$ cat src/rtl/ceb_pkg.sv
package ceb_pkg;
  typedef enum logic [2:0] {
    SLOT_NONE,
    SLOT_STATE,
    SLOT_SET,
    SLOT_CLR,
    SLOT_MASK
  } slot_kind_t;

  localparam int unsigned MASK_BASE = 4;
endpackage

$ cat src/rtl/ceb_decode.sv
module ceb_decode
  import ceb_pkg::*;
#(
  parameter int unsigned NUM_REGION = 4,
  parameter int unsigned VIEW_W     = 3,
  parameter int unsigned SLOT_W     = 3,
  parameter int unsigned RIDX_W     = 2
) (
  input  logic [VIEW_W+SLOT_W-1:0] addr,
  output slot_kind_t               kind,
  output logic                     is_global,
  output logic [RIDX_W-1:0]        region,
  output logic [RIDX_W-1:0]        mask_idx
);
  logic [VIEW_W-1:0] view;
  logic [SLOT_W-1:0] slot;
  logic              shadow_hit;
  logic              mask_hit;

  assign view = addr[VIEW_W+SLOT_W-1:SLOT_W];
  assign slot = addr[SLOT_W-1:0];

  always_comb begin
    shadow_hit = 1'b0;
    region     = '0;
    for (int r = 0; r < NUM_REGION; r++) begin
      if (int'(view) == r + 1) begin
        shadow_hit = 1'b1;
        region     = RIDX_W'(r);
      end
    end
  end

  always_comb begin
    mask_hit = 1'b0;
    mask_idx = '0;
    for (int r = 0; r < NUM_REGION; r++) begin
      if (int'(slot) == int'(MASK_BASE) + r) begin
        mask_hit = 1'b1;
        mask_idx = RIDX_W'(r);
      end
    end
  end

  assign is_global = (view == '0);

  always_comb begin
    kind = SLOT_NONE;
    if (is_global || shadow_hit) begin
      if (slot == SLOT_W'(0))      kind = SLOT_STATE;
      else if (slot == SLOT_W'(1)) kind = SLOT_SET;
      else if (slot == SLOT_W'(2)) kind = SLOT_CLR;
      else if (mask_hit && is_global) kind = SLOT_MASK;
    end
  end
endmodule

$ cat src/rtl/ceb_mask_bank.sv
module ceb_mask_bank #(
  parameter int unsigned NUM_CH     = 8,
  parameter int unsigned NUM_REGION = 4,
  parameter int unsigned RIDX_W     = 2
) (
  input  logic                                  clk,
  input  logic                                  rst_n,
  input  logic                                  wr_hit,
  input  logic [RIDX_W-1:0]                     wr_idx,
  input  logic [NUM_CH-1:0]                     wr_data,
  output logic [NUM_REGION-1:0][NUM_CH-1:0]     masks
);
  for (genvar g = 0; g < NUM_REGION; g++) begin : g_region
    always_ff @(posedge clk) begin
      if (!rst_n)
        masks[g] <= '0;
      else if (wr_hit && (int'(wr_idx) == g))
        masks[g] <= wr_data;
    end
  end
endmodule

$ cat src/rtl/ceb_enable_core.sv
module ceb_enable_core #(
  parameter int unsigned NUM_CH = 8
) (
  input  logic              clk,
  input  logic              rst_n,
  input  logic [NUM_CH-1:0] set_vec,
  input  logic [NUM_CH-1:0] clr_vec,
  output logic [NUM_CH-1:0] state
);
  always_ff @(posedge clk) begin
    if (!rst_n) state <= '0;
    else        state <= (state & ~clr_vec) | set_vec;
  end
endmodule

$ cat src/rtl/chan_enable_bank.sv
module chan_enable_bank
  import ceb_pkg::*;
#(
  parameter int unsigned NUM_CH     = 8,
  parameter int unsigned NUM_REGION = 4,
  localparam int unsigned VIEW_W    = $clog2(NUM_REGION + 1),
  localparam int unsigned SLOT_W    = $clog2(MASK_BASE + NUM_REGION),
  localparam int unsigned ADDR_W    = VIEW_W + SLOT_W,
  localparam int unsigned RIDX_W    = (NUM_REGION > 1) ? $clog2(NUM_REGION) : 1
) (
  input  logic              clk,
  input  logic              rst_n,
  input  logic [ADDR_W-1:0] addr,
  input  logic              wr_en,
  input  logic [NUM_CH-1:0] wr_data,
  input  logic              rd_en,
  output logic [NUM_CH-1:0] rd_data,
  output logic [NUM_CH-1:0] ch_enable
);
  slot_kind_t                           kind;
  logic                                 is_global;
  logic [RIDX_W-1:0]                    region;
  logic [RIDX_W-1:0]                    mask_idx;
  logic [NUM_REGION-1:0][NUM_CH-1:0]    access_mask;
  logic [NUM_CH-1:0]                    gate;
  logic [NUM_CH-1:0]                    set_vec;
  logic [NUM_CH-1:0]                    clr_vec;
  logic [NUM_CH-1:0]                    rd_value;

  ceb_decode #(
    .NUM_REGION(NUM_REGION), .VIEW_W(VIEW_W), .SLOT_W(SLOT_W), .RIDX_W(RIDX_W)
  ) u_decode (
    .addr(addr), .kind(kind), .is_global(is_global),
    .region(region), .mask_idx(mask_idx)
  );

  ceb_mask_bank #(
    .NUM_CH(NUM_CH), .NUM_REGION(NUM_REGION), .RIDX_W(RIDX_W)
  ) u_masks (
    .clk(clk), .rst_n(rst_n),
    .wr_hit(wr_en && (kind == SLOT_MASK)),
    .wr_idx(mask_idx), .wr_data(wr_data), .masks(access_mask)
  );

  // Global view owns every channel; a shadow view owns its region's mask.
  assign gate    = is_global ? '1 : access_mask[region];
  assign set_vec = (wr_en && (kind == SLOT_SET)) ? (wr_data & gate) : '0;
  assign clr_vec = (wr_en && (kind == SLOT_CLR)) ? (wr_data & gate) : '0;

  ceb_enable_core #(.NUM_CH(NUM_CH)) u_core (
    .clk(clk), .rst_n(rst_n),
    .set_vec(set_vec), .clr_vec(clr_vec), .state(ch_enable)
  );

  always_comb begin
    case (kind)
      SLOT_STATE: rd_value = ch_enable & gate;
      SLOT_MASK:  rd_value = access_mask[mask_idx];
      default:    rd_value = '0;
    endcase
  end

  always_ff @(posedge clk) begin
    if (!rst_n)     rd_data <= '0;
    else if (rd_en) rd_data <= rd_value;
  end
endmodule

$ cat config.mk
export PLATFORM = sky130hd
export DESIGN_NAME = chan_enable_bank
export DESIGN_NICKNAME = d
export VERILOG_FILES = /design/src/rtl/ceb_pkg.sv /design/src/rtl/ceb_decode.sv /design/src/rtl/ceb_mask_bank.sv /design/src/rtl/ceb_enable_core.sv /design/src/rtl/chan_enable_bank.sv
export SDC_FILE = /design/constraint.sdc
export NUM_CORES = 1
export LEC_CHECK = 0
export ABC_AREA = 1
export ABC_CLOCK_PERIOD_IN_PS = 2200
export BUFFER_PORTS_ARGS = -buffer_cell sky130_fd_sc_hd__buf_2
export CORE_MARGIN = 1.5
export CORE_UTILIZATION = 59
export CTS_CLUSTER_DIAMETER = 80
export DETAILED_ROUTE_END_ITERATION = 7
export PLACE_DENSITY = 0.83
export SYNTH_ARGS = -nofsm -noshare
export SYNTH_HDL_FRONTEND = slang
export SYNTH_HIERARCHICAL = 1
export SYNTH_SLANG_ARGS = --single-unit
$ cat constraint.sdc
create_clock -name clk -period 2.2 [get_ports clk]
set_input_delay 0.44 -clock clk [delete_from_list [all_inputs] [get_ports clk]]
set_output_delay 0.44 -clock clk [all_outputs]
set_load 0.1 [all_outputs]
Yosys cells after proc, flatten, opt, wreduce, memory -nomap -nowiden
Cells that the tools add are included.
Widths: inputs -> output; s select.

storage, ports and cells
  input port bits = 18
  output and inout port bits = 16
  word-level logic and storage cells = 69
  register bits after elaboration = 48

operators by class
  reduce and logical (&&, ||, !) cells = 12
  equality and inequality tests = 17
  $lt $le $gt $ge = 2
  muxes and demuxes = 27
  bitwise logic cells = 5

operators with widths
  cell                number
  $mux 8              5
  $bmux 8 s2          2
  $and 8x8->8         3
  $eq 3x3->1 const B  6
  $pmux 8 s2          1
  $eq 3x2->1 const B  5
  $mux 3              5
  $mux 1              10
  $eq 3x1->1 const B  3
  $logic_and 1x1->1   8
  $mux 2              4
  $not 8->8           1
  $or 8x8->8          1
  $logic_not 3->1     2
  $lt 2x3->1 const B  2
  $eq 2x2->1 const B  2
  $eq 2x1->1 const B  1
  $logic_not 2->1     1
  $logic_or 1x1->1    1

Logic depth before layout (Yosys ltp)
  depth in word-level cells = 17
  depth in mapped cells = 15
  gate-level depth less buffers = 13

By module
The synthesis kept the hierarchy.

modules (own cells, without submodules)
  module            sequential area each (um^2)  area each (um^2)  cells an instance  instances
  ceb_mask_bank     640.6                        1,395.1           207                1
  chan_enable_bank  160.2                        1,179.9           230                1
  ceb_enable_core   160.2                        294.0             41                 1
  ceb_decode        0.0                          92.6              22                 1

Worst setup path before layout
Ideal clock, no wire load.

  path kind = input-to-reg
  start point = in addr[3]
  end point = reg u_masks/masks[16] (netlist name)
  buffers on the path = 2
  cell stages on the path = 11
  required time = 2.087 ns
  data arrival time = 1.831 ns
  setup slack = 0.256 ns
  setup time = 0.113 ns
  cells stage by stage = nor2_1 > nand2_1 > nor2_1 > inv_1 > nor3_4 > and2_1 > buf_2 > nand3_4 > buf_6 > nor2_1 > nor2_1

on the way
  cells in the longest elaborated chain, start to end = 10
  elaborated cells between the ends (all ways) = 19
  those cells by class = eq/ne (5); mux (9); reduce/logical (5)

ends and longest elaborated chain
  what                                                  line                                source
  start, declared                                       chan_enable_bank.sv:13              input logic [ADDR_W-1:0] addr,
  $eq 3x2->1 / $logic_not 3->1 (equally long branches)  ceb_decode.sv:27, ceb_decode.sv:45
  $mux 1 / $logic_and 1x1->1 (equally long branches)    ceb_decode.sv:27, ceb_decode.sv:53
  $mux 1 / $mux 3 (equally long branches)               ceb_decode.sv:27, ceb_decode.sv:53
  $mux 1 / $mux 3 (equally long branches)               ceb_decode.sv:27, ceb_decode.sv:52
  $mux 1 / $mux 3 (equally long branches)               ceb_decode.sv:27, ceb_decode.sv:51
  $logic_or 1x1->1 / $mux 3 (equally long branches)     ceb_decode.sv:49, ceb_decode.sv:50
  $mux 3 *                                              ceb_decode.sv:49                    if (is_global || shadow_hit) begin
  net kind[2]                                           chan_enable_bank.sv:20              slot_kind_t kind;
  $eq 3x3->1 *                                          chan_enable_bank.sv:41              .wr_hit(wr_en && (kind == SLOT_MASK)),
  $logic_and 1x1->1 *                                   chan_enable_bank.sv:41
  $logic_and 1x1->1 *                                   ceb_mask_bank.sv:17                 else if (wr_hit && (int'(wr_idx) == g))
  end signal, assigned by index                         ceb_mask_bank.sv:18                 masks[g] <= wr_data;
  end, declared                                         ceb_mask_bank.sv:11                 output logic [NUM_REGION-1:0][NUM_CH-1:0] masks

Mark *: on every way through the listed nets, which the timed path passes. The rest lies on a longest branch.
A chain may end at the register's enable or synchronous reset.

Final worst setup path
  start point = in addr[3]
  end point = reg u_masks/masks[17] (netlist name)

Same word-level chain as after synthesis.

==> summary.txt <==
Status
  – Run status: finished, final reports clean

Logic synthesis
  – Area contributors post-synth: dfxtp_1, nand2_1, nor2_1, inv_1, nand3_1
  – Avg Inst Size Synth: 5.923 sq um
  – Synthesized Nets: 518
  – Syn Std Cell Area: 2962 sq um
  – Synth cell count leaders: nand2_1, nor2_1, inv_1
  – Synth cell types: 22
  – Count leader, synth: nand2_1
  – Post-Syn Instances: 500
  – Cell taking the most area after synthesis: dfxtp_1
  – Synth async-reset ratio: 0
  – #FFs+latches synth: 48
  – Sequential element share of the synthesized area: 0.3245
  – EDFF count, synth: 0
  – Main flop type after synthesis: dfxtp_1
  – Top cell type's share of synthesized area: 0.3245
  – Syn. warnings: 6

Placement
  – Place WS: 116.8 ps
  – Number of buffers added on ports: 33
  – Final GP Congestion: 0.9268
  – Hpwl dp: 5289 microns

Cells and area
  – Antenna diode count: 0
  – Layout Utilization: 0.6745
  – Layout area overhead: 8.999%
  – Filler instances: 465
  – Sequential cell area: 960.9 sq um
  – Share of cells above drive strength 1: 0.1259
  – Area of the multi-input gates: 1539 sq um
  – # nets final: 549

Die
  – Die area: 5454 sq um
  – # rows: 25
  – Die Wd: 73.85 microns
  – Initial Utilization: 0.6188
  – Core ar.: 4786 sq um
  – Ports: 34
  – Die height: 73.85 microns

Routing
  – Drt drc: 0
  – Vias: 3062
  – WL final: 7557 microns
  – DR pass1 iterations: 5
  – DRT iter0 DRCs: 315
  – DRT antenna net count: 0
  – Routed len/inst: 12.62 microns
  – Vias per cell: 5.112

Min path
  – Worst min path class: primary input to flip-flop

Timing
  – Final Hold Fails: 0
  – Crit share post-route: 0.8206
  – Final worst slack: 394.6 ps
  – Worst-margin pin slew: 629.3 ps
  – Final setup fails: 0
  – Min Tclk post-route: 1805 ps
  – Total Neg Setup Slack: 0 ps
  – Fmax: 553.9 MHz
  – Slew HR: 0.5800
  – Worst Skew: 7.516 ps
  – RSZ-0062 raised after global routing: false
  – Slew Viols, Final: 0

Setup path
  – Worst path arrival time: 2040 ps
  – Crit-path max FO: 16
  – Reg2reg start: u_masks/masks[8]$_SDFFE_PN0P_
  – CP Capture Type: flip-flop
  – Critical path class: primary input to flip-flop
  – Critical path origin: addr[3]
  – Crit path to: u_masks/masks[17]$_SDFFE_PN0P_
  – Startpoint types: primary input
  – Flop2flop setup slack: 1050 ps
  – R2r worst-path depth: 9
  – R2r endpoint: u_core/state[0]$_SDFF_PN0_
  – Req. time, crit path: 2440 ps

Clock network
  – Clock Sinks: 48
  – Clock tree from TritonCTS: yes
  – Hold_buf cts: 0
  – Postcts setup bufs: 0
  – CTS root buf: clkbuf_8
  – CTS Buf Count: 5
  – Worst skew pair latency: 300 ps
  – H-Tree Depth: 2
  – Reg clk slew, reported paths: 90 ps
  – Clk buf depth: 2
  – Resized cells post-CTS: 0

Power and ir drop
  – Leak: 1.527 nW
  – Peak supply drop: 0.4274 mV
  – Pwr dens: 540.1 nW/um^2

Global route
  – Gr ovfl total: 0
  – First-pass GRT wire length: 12650 microns
  – Largest net degree at the start of global routing: 29
  – Global Route Usage Sum: 0.3019
  – Initial antenna violation count: 0
  – Vias in the first global route: 2762

Job
  – Total of max-cap violations: 0
worst min-delay path by stage:
stage / start / end / slack (ps) / cells after the start
6_report: wr_data[5] / u_masks/masks[13]$_SDFFE_PN0P_ / 450 / 3
3_5_place_dp: u_core/state[2]$_SDFF_PN0_ / u_core/state[2]$_SDFF_PN0_ / 460 / 2
4_1_cts: wr_data[5] / u_masks/masks[21]$_SDFFE_PN0P_ / 440 / 3
2_1_floorplan: u_masks/masks[0]$_SDFFE_PN0P_ / u_masks/masks[0]$_SDFFE_PN0P_ / 470 / 2
5_1_grt: wr_data[5] / u_masks/masks[13]$_SDFFE_PN0P_ / 450 / 3
3_3_place_gp: u_core/state[0]$_SDFF_PN0_ / u_core/state[0]$_SDFF_PN0_ / 460 / 2
report_power, final:
part           leakage, nW  total, mW  switching [mW]  internal, mW
logic                 1.09      0.315           0.237        0.0784
clock network       0.0455      0.540           0.283         0.257
registers            0.388      0.888         0.00785         0.881
cell families after synthesis:
kind of cell	count (synthesis)	synth area share
AO/OA/AOI/OAI	35	0.06929
XOR/XNOR	1	0.002958
buffers and inverters	97	0.1559
flip-flops	48	0.3245
AND/OR/NAND/NOR	319	0.4474
cell usage in the layout (no fill, tap or decap):
master,n
nand2_2,1
nand2_1,176
buf_4,8
inv_6,1
a21oi_1,17
nand3_1,49
nand3_4,3
clkbuf_8,6
nor3_4,1
nand4_1,2
inv_8,1
dfxtp_1,48
nor2_2,1
o21ai_0,9
xnor2_1,1
inv_1,74
a21oi_2,8
o21ai_1,1
and2_1,1
buf_2,33
clkbuf_1,2
inv_2,3
nor2_1,85
buf_12,1
metal layers:
layer	global-route usage	wire, microns	vias up
met2	0.4695	3438	134
li1	-	-	1566
met1	0.4064	3347	1348
met3	0.05898	605	14
met4	0.1276	166	0
met5	0	0	-
flip-flops by register name, indices dropped and copies added, names as in the netlist:
signal and count:
u_core/state 8, u_masks/masks 32, rd_data 8
critical path: stages:
cell	delay, ps
buf_2	120
nor2_1	140
nand2_1	80
nor2_1	90
inv_1	110
nor3_4	140
and2_1	380
nand3_4	260
nand2_1	130
nand2_1	50
nor2_1	110
per-stage QoR:
stage | power, mW | cells | hold slack, ps | instance area, sq um
after global placement | 1.216 | 591 | 461.8 | 3138
after global routing | 1.822 | 599 | 454.4 | 3228
after floorplan | 1.139 | 500 | 474.1 | 2962
after CTS | 1.750 | 599 | 442.3 | 3228
after detailed placement | 1.219 | 591 | 464.4 | 3138
final | 1.743 | 599 | 447.6 | 3228
cell type report:
type,instances,share of cell area
clock buffer,8,0.02791
inverter,79,0.09574
multi-input combinational,355,0.4767
sequential,48,0.2977
tap,67,0.02597
timing repair buffer,42,0.07597
(Power assumes the default switching activity.)
